**config.mk**
```make
export PLATFORM = sky130hd
export DESIGN_NAME = rowbuf_sram_front
export DESIGN_NICKNAME = d
export VERILOG_FILES = /design/src/rtl/rbf_pkg.sv /design/src/rtl/rbf_row_tags.sv /design/src/rtl/rbf_cmd_seq.sv /design/src/rtl/rbf_read_return.sv /design/src/rtl/rowbuf_sram_front.sv
export SDC_FILE = /design/constraint.sdc
export NUM_CORES = 1
export LEC_CHECK = 0
export ABC_AREA = 1
export BUFFER_PORTS_ARGS = -buffer_cell sky130_fd_sc_hd__buf_2
export CAP_MARGIN = 10
export CORE_AREA = 3 3 218 220
export CTS_CLUSTER_SIZE = 28
export DETAILED_ROUTE_END_ITERATION = 16
export DIE_AREA = 0 0 221 223
export SYNTH_ARGS = -nofsm -noshare
export SYNTH_HDL_FRONTEND = slang
export SYNTH_SLANG_ARGS = --single-unit
```
**constraint.sdc**
```tcl
create_clock -name clk -period 2.4 [get_ports clk]
set_clock_uncertainty 0.05 [all_clocks]
set_input_delay 0.12 -clock clk [delete_from_list [all_inputs] [get_ports clk]]
set_output_delay 0.12 -clock clk [all_outputs]
set_load 0.01 [all_outputs]
```
**src/rtl/rbf_pkg.sv**
```systemverilog
package rbf_pkg;

  typedef enum logic [2:0] {
    CMD_NOP = 3'd0,
    CMD_PRE = 3'd1,
    CMD_ACT = 3'd2,
    CMD_RD  = 3'd3,
    CMD_WR  = 3'd4,
    CMD_REF = 3'd5
  } dram_cmd_e;

  // Stall length of one request: largest penalty of the hazards present.
  function automatic int unsigned rbf_stall_len(
    input logic        miss,
    input logic        war,
    input logic        slip,
    input int unsigned miss_pen,
    input int unsigned war_pen,
    input int unsigned align_pen
  );
    int unsigned len;
    len = 0;
    if (miss && miss_pen > len) len = miss_pen;
    if (war && war_pen > len)   len = war_pen;
    if (slip && align_pen > len) len = align_pen;
    return len;
  endfunction

endpackage

```
**src/rtl/rbf_row_tags.sv**
```systemverilog
module rbf_row_tags #(
  parameter int IDX_W = 2,
  parameter int TAG_W = 13
) (
  input  logic              clk,
  input  logic              rst_n,
  input  logic [IDX_W-1:0]  lk_idx,
  input  logic [TAG_W-1:0]  lk_tag,
  input  logic              upd,
  input  logic              clr,
  output logic              hit,
  output logic              open,
  output logic [(1<<IDX_W)-1:0] valid_vec
);
  localparam int NBUF = 1 << IDX_W;

  logic [TAG_W-1:0] tag_arr [NBUF];

  for (genvar g = 0; g < NBUF; g++) begin : g_buf
    logic             v_q;
    logic [TAG_W-1:0] t_q;
    always_ff @(posedge clk or negedge rst_n) begin
      if (!rst_n) begin
        v_q <= 1'b0;
        t_q <= '0;
      end else if (clr) begin
        v_q <= 1'b0;
      end else if (upd && lk_idx == IDX_W'(g)) begin
        v_q <= 1'b1;
        t_q <= lk_tag;
      end
    end
    assign valid_vec[g] = v_q;
    assign tag_arr[g]   = t_q;
  end

  assign open = valid_vec[lk_idx];
  assign hit  = open && (tag_arr[lk_idx] == lk_tag);
endmodule

```
**src/rtl/rbf_cmd_seq.sv**
```systemverilog
module rbf_cmd_seq
  import rbf_pkg::*;
#(
  parameter int DATA_W   = 128,
  parameter int COL_W    = 3,
  parameter int IDX_W    = 2,
  parameter int TAG_W    = 13,
  parameter int MISS_PEN = 10,
  parameter int CNT_W    = 4
) (
  input  logic              clk,
  input  logic              rst_n,
  input  logic              acc,
  input  logic              acc_we,
  input  logic [IDX_W-1:0]  acc_idx,
  input  logic [TAG_W-1:0]  acc_tag,
  input  logic [COL_W-1:0]  acc_col,
  input  logic [DATA_W-1:0] acc_wdata,
  input  logic [CNT_W-1:0]  acc_pen,
  input  logic              acc_miss,
  input  logic              acc_pre,
  input  logic              halt,
  output logic              busy,
  output logic [2:0]        cmd,
  output logic [IDX_W-1:0]  bank,
  output logic [TAG_W-1:0]  row,
  output logic [COL_W-1:0]  col,
  output logic [DATA_W-1:0] wdata_o,
  output logic              rd_issue
);
  localparam int ACT_AT = MISS_PEN / 2;

  logic              h_v, h_we, h_miss, h_pre, ref_sent;
  logic [IDX_W-1:0]  h_idx;
  logic [TAG_W-1:0]  h_tag;
  logic [COL_W-1:0]  h_col;
  logic [DATA_W-1:0] h_wdata;
  logic [CNT_W-1:0]  h_cnt;
  dram_cmd_e         cmd_e;

  wire col_now = h_v && (h_cnt == '0);
  wire pre_now = h_v && h_pre && (h_cnt == CNT_W'(MISS_PEN));
  wire act_now = h_v && h_miss && (h_cnt == CNT_W'(ACT_AT));
  wire ref_now = halt && !h_v && !ref_sent;

  always_ff @(posedge clk or negedge rst_n) begin
    if (!rst_n) begin
      h_v <= 1'b0; h_we <= 1'b0; h_miss <= 1'b0; h_pre <= 1'b0;
      h_idx <= '0; h_tag <= '0; h_col <= '0; h_wdata <= '0; h_cnt <= '0;
    end else if (acc) begin
      h_v     <= 1'b1;
      h_we    <= acc_we;
      h_miss  <= acc_miss;
      h_pre   <= acc_pre;
      h_idx   <= acc_idx;
      h_tag   <= acc_tag;
      h_col   <= acc_col;
      h_wdata <= acc_wdata;
      h_cnt   <= acc_pen;
    end else if (h_v) begin
      if (h_cnt == '0) h_v <= 1'b0;
      else             h_cnt <= h_cnt - 1'b1;
    end
  end

  always_ff @(posedge clk or negedge rst_n) begin
    if (!rst_n)       ref_sent <= 1'b0;
    else if (!halt)   ref_sent <= 1'b0;
    else if (ref_now) ref_sent <= 1'b1;
  end

  always_comb begin
    if (col_now)      cmd_e = h_we ? CMD_WR : CMD_RD;
    else if (pre_now) cmd_e = CMD_PRE;
    else if (act_now) cmd_e = CMD_ACT;
    else if (ref_now) cmd_e = CMD_REF;
    else              cmd_e = CMD_NOP;
  end

  assign cmd      = cmd_e;
  assign bank     = h_idx;
  assign row      = h_tag;
  assign col      = h_col;
  assign wdata_o  = h_wdata;
  assign rd_issue = (cmd_e == CMD_RD);
  assign busy     = h_v && (h_cnt != '0);
endmodule

```
**src/rtl/rbf_read_return.sv**
```systemverilog
module rbf_read_return #(
  parameter int DATA_W  = 128,
  parameter int CAS_LAT = 4
) (
  input  logic              clk,
  input  logic              rst_n,
  input  logic              rd_issue,
  input  logic [DATA_W-1:0] dram_rdata,
  output logic              rd_valid,
  output logic [DATA_W-1:0] rd_data
);
  logic [CAS_LAT-1:0] vpipe;

  if (CAS_LAT == 1) begin : g_short
    always_ff @(posedge clk or negedge rst_n) begin
      if (!rst_n) vpipe <= '0;
      else        vpipe <= rd_issue;
    end
  end else begin : g_long
    always_ff @(posedge clk or negedge rst_n) begin
      if (!rst_n) vpipe <= '0;
      else        vpipe <= {vpipe[CAS_LAT-2:0], rd_issue};
    end
  end

  always_ff @(posedge clk or negedge rst_n) begin
    if (!rst_n) begin
      rd_valid <= 1'b0;
      rd_data  <= '0;
    end else begin
      rd_valid <= vpipe[CAS_LAT-1];
      if (vpipe[CAS_LAT-1]) rd_data <= dram_rdata;
    end
  end
endmodule

```
**src/rtl/rowbuf_sram_front.sv**
```systemverilog
module rowbuf_sram_front
  import rbf_pkg::*;
#(
  parameter int DATA_W    = 128,
  parameter int ADDR_W    = 18,
  parameter int COL_W     = 3,
  parameter int IDX_W     = 2,
  parameter int MISS_PEN  = 10,
  parameter int WAR_PEN   = 4,
  parameter int ALIGN_PEN = 1,
  parameter int CAS_LAT   = 4
) (
  input  logic                            clk,
  input  logic                            rst_n,
  input  logic                            req,
  input  logic                            we,
  input  logic [ADDR_W-1:0]               addr,
  input  logic [DATA_W-1:0]               wdata,
  input  logic                            phase_slip,
  input  logic                            halt,
  output logic                            stall,
  output logic                            rd_valid,
  output logic [DATA_W-1:0]               rd_data,
  output logic [2:0]                      dram_cmd,
  output logic [IDX_W-1:0]                dram_bank,
  output logic [ADDR_W-COL_W-IDX_W-1:0]   dram_row,
  output logic [COL_W-1:0]                dram_col,
  output logic [DATA_W-1:0]               dram_wdata,
  input  logic [DATA_W-1:0]               dram_rdata
);
  localparam int TAG_W = ADDR_W - COL_W - IDX_W;
  localparam int NBUF  = 1 << IDX_W;
  localparam int CNT_W = $clog2(MISS_PEN + 1);

  logic [COL_W-1:0] a_col;
  logic [IDX_W-1:0] a_idx;
  logic [TAG_W-1:0] a_tag;
  logic             acc, row_hit, row_miss, row_open, war_haz, prev_rd, busy, rd_issue;
  logic [NBUF-1:0]  valid_vec;
  logic [CNT_W-1:0] pen;

  assign {a_tag, a_idx, a_col} = addr;

  assign stall    = halt | busy;
  assign acc      = req & ~stall;
  assign row_miss = ~row_hit;
  assign war_haz  = we & prev_rd;
  assign pen      = CNT_W'(rbf_stall_len(row_miss, war_haz, phase_slip,
                                         MISS_PEN, WAR_PEN, ALIGN_PEN));

  always_ff @(posedge clk or negedge rst_n) begin
    if (!rst_n) prev_rd <= 1'b0;
    else        prev_rd <= acc & ~we;
  end

  rbf_row_tags #(.IDX_W(IDX_W), .TAG_W(TAG_W)) u_tags (
    .clk(clk), .rst_n(rst_n), .lk_idx(a_idx), .lk_tag(a_tag),
    .upd(acc), .clr(halt), .hit(row_hit), .open(row_open), .valid_vec(valid_vec)
  );

  rbf_cmd_seq #(
    .DATA_W(DATA_W), .COL_W(COL_W), .IDX_W(IDX_W), .TAG_W(TAG_W),
    .MISS_PEN(MISS_PEN), .CNT_W(CNT_W)
  ) u_seq (
    .clk(clk), .rst_n(rst_n), .acc(acc), .acc_we(we), .acc_idx(a_idx),
    .acc_tag(a_tag), .acc_col(a_col), .acc_wdata(wdata), .acc_pen(pen),
    .acc_miss(row_miss), .acc_pre(row_miss & row_open), .halt(halt),
    .busy(busy), .cmd(dram_cmd), .bank(dram_bank), .row(dram_row),
    .col(dram_col), .wdata_o(dram_wdata), .rd_issue(rd_issue)
  );

  rbf_read_return #(.DATA_W(DATA_W), .CAS_LAT(CAS_LAT)) u_ret (
    .clk(clk), .rst_n(rst_n), .rd_issue(rd_issue), .dram_rdata(dram_rdata),
    .rd_valid(rd_valid), .rd_data(rd_data)
  );
endmodule

```
; After elaboration in Yosys (flattened, before gate mapping)
; Cells that the tools add are included.
[classes]
addsub = 1
n_lt_le_gt_ge = 4
eq_ne = 9
mux = 29
n_bitwise = 10
reduce_logical = 30
[op_table]
columns = op, count
row1 = "> comparator 1 x 32 -> 1 bit, first input constant", 1
row2 = binary-select mux 13 bit (select 2 bit), 1
row3 = 2-to-1 mux 13 bit, 2
row4 = 2-to-1 mux 4 bit, 6
row5 = logical AND 1 bit, 15
row6 = 2-to-1 mux 3 bit, 5
row7 = 2-to-1 mux 1 bit, 14
row8 = == test 13 bit, 1
row9 = AND reduction 2 bit, 5
row10 = nonzero test 2 bit, 5
row11 = AND 1 bit, 4
row12 = "== test 2 bit, second input constant", 2
row13 = "== test 4 x 3 -> 1 bit, second input constant", 1
row14 = "== test 4 bit, second input constant", 1
row15 = "> comparator 3 x 4 -> 1 bit, first input constant", 1
row16 = logical NOT 4 bit, 1
row17 = inverter 1 bit, 4
row18 = nonzero test 4 bit, 1
row19 = "subtractor 4 x 1 -> 4 bit, second input constant", 1
row20 = "== test 3 x 2 -> 1 bit, second input constant", 1
row21 = "greater-or-equal comparator 3 bit, second input constant", 1
row22 = "< comparator 2 x 3 -> 1 bit, second input constant", 1
row23 = inverter 2 -> 3 bit, 1
row24 = binary-select mux 1 bit (select 2 bit), 1
row25 = other kinds (6), 7
[word_totals]
regBits = 345
in_bits = 280
wordCells = 105

; Depth between registers and ports, before layout
[depth]
depth_word = 14
ltp_mapped = 14

; By module
; A second synthesis with hierarchy kept.
[unflattened]
cells_unflattened = 1644
hier_area_um2 = 14148.6
[modules_own_cells]
columns = module, instances, cells_each, area_per_inst_um2, seq_area_each_um2
row1 = rbf_cmd_seq, 1, 699, 6123.4, 3878.7
row2 = rbf_read_return, 1, 546, 5084.9, 3328.2
row3 = rbf_row_tags, 1, 385, 2857.7, 1401.3
row4 = rowbuf_sram_front, 1, 14, 82.6, 25.0

; Worst setup path after synthesis
; Ideal clock, no wire load.
[synth_timing]
path_kind = register to register
start = reg u_seq.h_cnt[0]
end = reg u_tags.g_buf[0].t_q[12]
arrival_time_ns = 1.568
t_required_ns = 2.223
setup_slack_ns = 0.655
path_stages_with_launch = 14
n_path_buf = 2
synth_period_minus_slack_ns = 1.745
cell_sequence = dfrtp_1 inv_1 ha_1 nand2_1 inv_2 nand2_1 nand2_2 nand3_4 inv_2 buf_6 nand2_4 buf_2 nand2_1 o21ai_0
[synth_via]
elab_chain_len = 7
[synth_lines]
columns = element, line
row1 = start: declaration, rbf_cmd_seq.sv:38  ; logic [CNT_W-1:0] h_cnt;
row2 = start signal: assignment, rbf_cmd_seq.sv:59  ; h_cnt <= acc_pen;
row3 = start signal: assignment, rbf_cmd_seq.sv:62  ; else h_cnt <= h_cnt - 1'b1;
row4 = nonzero test 4 bit, rbf_cmd_seq.sv:86  ; assign busy = h_v && (h_cnt != '0);
row5 = logical AND 1 bit, rbf_cmd_seq.sv:86
row6 = OR 1 bit, rowbuf_sram_front.sv:44  ; assign stall = halt | busy;
row7 = inverter 1 bit, rowbuf_sram_front.sv:45  ; assign acc = req & ~stall;
row8 = AND 1 bit, rowbuf_sram_front.sv:45
row9 = logical AND 1 bit, rbf_row_tags.sv:28  ; end else if (upd && lk_idx == IDX_W'(g)) begin
row10 = AND reduction 2 bit (no source line), --
row11 = end signal: assignment, rbf_row_tags.sv:30  ; t_q <= lk_tag;
row12 = end: declaration, rbf_row_tags.sv:21  ; logic [TAG_W-1:0] t_q;
; Every way passes these cells.
; A chain may end at the register's enable or synchronous reset.

; Final worst setup path
[layout_timing]
start = reg u_seq.h_cnt[0]
end = out dram_cmd[0]
[layout_via]
elab_chain_len = 5
[layout_lines]
columns = element, line
row1 = == test 4 x 3 -> 1 bit, rbf_cmd_seq.sv:43  ; wire act_now = h_v && h_miss && (h_cnt == CNT_W'(ACT_AT));
row2 = logical AND 1 bit, rbf_cmd_seq.sv:43
row3 = 2-to-1 mux 3 bit, rbf_cmd_seq.sv:75  ; else if (act_now) cmd_e = CMD_ACT;
row4 = 2-to-1 mux 3 bit, rbf_cmd_seq.sv:74  ; else if (pre_now) cmd_e = CMD_PRE;
row5 = 2-to-1 mux 3 bit (*), rbf_cmd_seq.sv:73  ; if (col_now) cmd_e = h_we ? CMD_WR : CMD_RD;
row6 = end: declaration, rowbuf_sram_front.sv:24  ; output logic [2:0] dram_cmd,
; Every way passes the cells marked *; elsewhere a longest branch is shown, timed or not.

==> impl_results.md <==
- DRC: 0
- CTS root buffer: clkbuf_16
- Synth-to-layout area growth: 57.5%
- Drt initial violations: 800
- Final setup viols: 0
- CP Capture Type: output pin
- Fin Hold WS: 45.1 ps
- Setup ws final: around 150 ps
- Largest net degree at the start of global routing: 85
- Place WS: between 300 and 400 ps
- Tmin final: 2250 ps
- Synthesized area per cell: slightly above 10 µm²
- CTS Sinks: 345
- Yosys reg bits: 345
- P per Cell Area: roughly 1200 mW/mm²
- Non-filler cells, final: 2818
- GPL Wtd Cong: about 0.86
- Via count: between 10000 and 15000
- First-pass GRT wire length: a little under 80 mm
- H-tree depth: 2
- Metal3 WL: roughly 3.8 mm
- Initial antenna violation count: 9
- Pleak: 11.7 nW
- DR top layer: met5
- FFs w/ async S/R, synth: 100%
- HP Class: in -> async
- Post-Synthesis Cells: 1334
- IO Count: around 560
- Tcrit/Tclk final: 93.7%
- R2R cell count: 11
- Chip height: around 220 µm
- Synthesis warning total: 0
- CTS tree: built
- Register area share after synthesis: a little over three fifths
- Required time of the critical path: between 2000 and 2500 ps
- Vias in the first global route: about 13000
- Die area: around 0.049 mm²
- Total track usage: 19.8%
- Max VDD drop: 0.000653 V
- Starting Density: 30.0%
- Post-route ant nets: 0
- Setup TNS: 0 ps
- Most frequent cell after synthesis: nand2_1
- Die width: approximately 220 µm
- CP arrival: between 2000 and 2500 ps
- CP Class: reg -> out
- Worst-Margin Slew: between 500 and 600 ps
- Vias/cell: 4.42
- Cts bufs inserted: 41
- Met1 WL: between 15 and 20 mm
- Top cells by count, synth: nand2_1 (597), dfrtp_1 (345), mux2_2 (128)
- Post-synth top area cell: dfrtp_1
- Status: complete, no violations
- Fin. Hold Viols: 0
- F_max: between 400 and 500 MHz
- TritonRoute pass-1 iters: 5
- Final Max Tran Viols: 0
- Relative slew slack: 64.7%
- WL met2: roughly 25 mm
- Worst-path fanout max: 4
- EDFF count, synth: 0
- Area contributors post-synth: dfrtp_1 (63%), nand2_1 (16%), mux2_2 (11%)
- Detailed Place HPWL: approximately 35 mm
- Syn Std Cell Area: roughly 0.014 mm²
- Layout cells sized above 1: between 30% and 40%
- GRT overflow: 0
- Area share of the largest cell type after synthesis: 63.2%
- Synth unique cells: 28
- Worst skew pair latency: around 540 ps
- Port buffer count: between 500 and 600
- Main flop type after synthesis: dfrtp_1
- NumNets Final: around 2500
- Reg clk slew, reported paths: 60 ps
- Core area: ~0.045 mm²
- Post-Syn Nets: ~1600
- Final wirelength: between 50 and 60 mm
- Clock tree buffer depth: 3
- Final Util: 47.3%
- Drt wl/cell: between 15 and 20 µm
- MaxCap Viol Count: 0
- Rows: between 70 and 80
- Dpl cells: approximately 2500
- Critical Path Source Type: flop
path summary, 6_finish.rpt:
kind | startpoint | to | slack (ps)
hold / removal | rst_n | u_seq.row[9] | 50
setup / recovery | u_seq.h_cnt[0] | dram_cmd[0] | 150
hold reg to reg | u_ret.vpipe[1] | u_ret.vpipe[2] | 300
max in group asynchronous | rst_n | u_ret.rd_data[107] | 1410
min in group clk | addr[3] | u_seq.bank[0] | 100
setup reg to reg | u_seq.h_cnt[0] | u_seq.wdata_o[55] | 400
kinds of logic after synthesis:
kind of cell	count (synthesis)	synth area share (%)
multiplexers	128	10.6
adder cells (fa/ha/maj)	3	0.275
AO/OA/AOI/OAI	83	3.15
AND/OR/NAND/NOR	655	18.7
XOR/XNOR	1	0.0642
flip-flops	345	63.2
buffers and inverters	119	4.00
final cells by class:
| type | count | area [µm²] |
|---|---|---|
| Clock inverter | 15 | 240 |
| Multi-Input combinational cell | 870 | 4490 |
| Antenna cell | 7 | 17.5 |
| Fill cell | 4144 | 24000 |
| Tap cell | 600 | 751 |
| Sequential cell | 345 | 8640 |
| Clock buffer | 59 | 1160 |
| Timing Repair Buffer | 866 | 5980 |
| Inverter | 56 | 218 |
stage by stage:
step	total power (W)	area, µm²
final	0.0254	21500
after floorplan	0.0142	13700
after CTS	0.0255	21400
after detailed placement	0.0185	17300
after global routing	0.0270	21500
after global placement	0.0182	17300
what timing repair did:
| item | 4_1_cts | 5_1_grt |
|---|---|---|
| pin swaps | 0 | 1 |
| endpoints found under the hold margin | 596 | 0 |
| resized for setup | 1 | 7 |
| buffers inserted | 0 | 3 |
| endpoints found under the setup margin | 1 | 2 |
| cloned | 0 | 0 |
| hold buffers | 277 | 0 |
critical path, cell delays in order, from the launching register on:
cell	delay (ps)
dfrtp_1	400
inv_2	90
ha_2	180
nand2_1	60
inv_2	60
nand2_2	70
nor2_2	140
inv_2	60
nor2_4	100
inv_1	60
o311ai_0	90
buf_2	230
layout by cell type, fill, tap and decap left out, types with 2 or more instances in the layout:
cell type      synthesis  layout
a21oi_1                7       7
clkinv_2               0       5
o31ai_1                2       2
dfrtp_1              345     344
nand3_1               30      30
bufinv_16              0       6
o21ai_0               70      70
mux2_2               128     128
clkbuf_16              0      41
buf_2                 37     557
nor2_2                 3       4
inv_2                  5       7
inv_6                  1       4
clkbuf_1              14      11
ha_1                   3       2
nor2_1                15      13
buf_4                  3      17
diode_2                0       7
nand2_1              597     596
nand4_1                4       4
nand3_2                3       3
clkbuf_8               0       7
inv_1                 50      47
nand2_2                1       2
dlygate4sd3_1          0     277
buf_12                 0      14
registers in the layout (all words and copies together), names as in the netlist, 2 cells and up:
name / cells
u_ret.rd_data: 128
u_ret.vpipe: 4
u_seq.bank: 2
u_seq.col: 3
u_seq.h_cnt: 4
u_seq.row: 13
u_seq.wdata_o: 128
u_tags.g_buf.t_q: 52
u_tags.g_buf.v_q: 4
metal layers:
metal  GRT usage, %  vias up
li1               -     5920
met5              0        -
met1           22.5     5932
met2           33.7      489
met3           6.36      122
met4           9.72        2
power by group:
group,switching (W),internal (W)
Clock,0.00247,0.00402
Sequential,0.00147,0.00856
Combinational,0.00500,0.00386
Total,0.00893,0.0164
(Power assumes the default switching activity.)
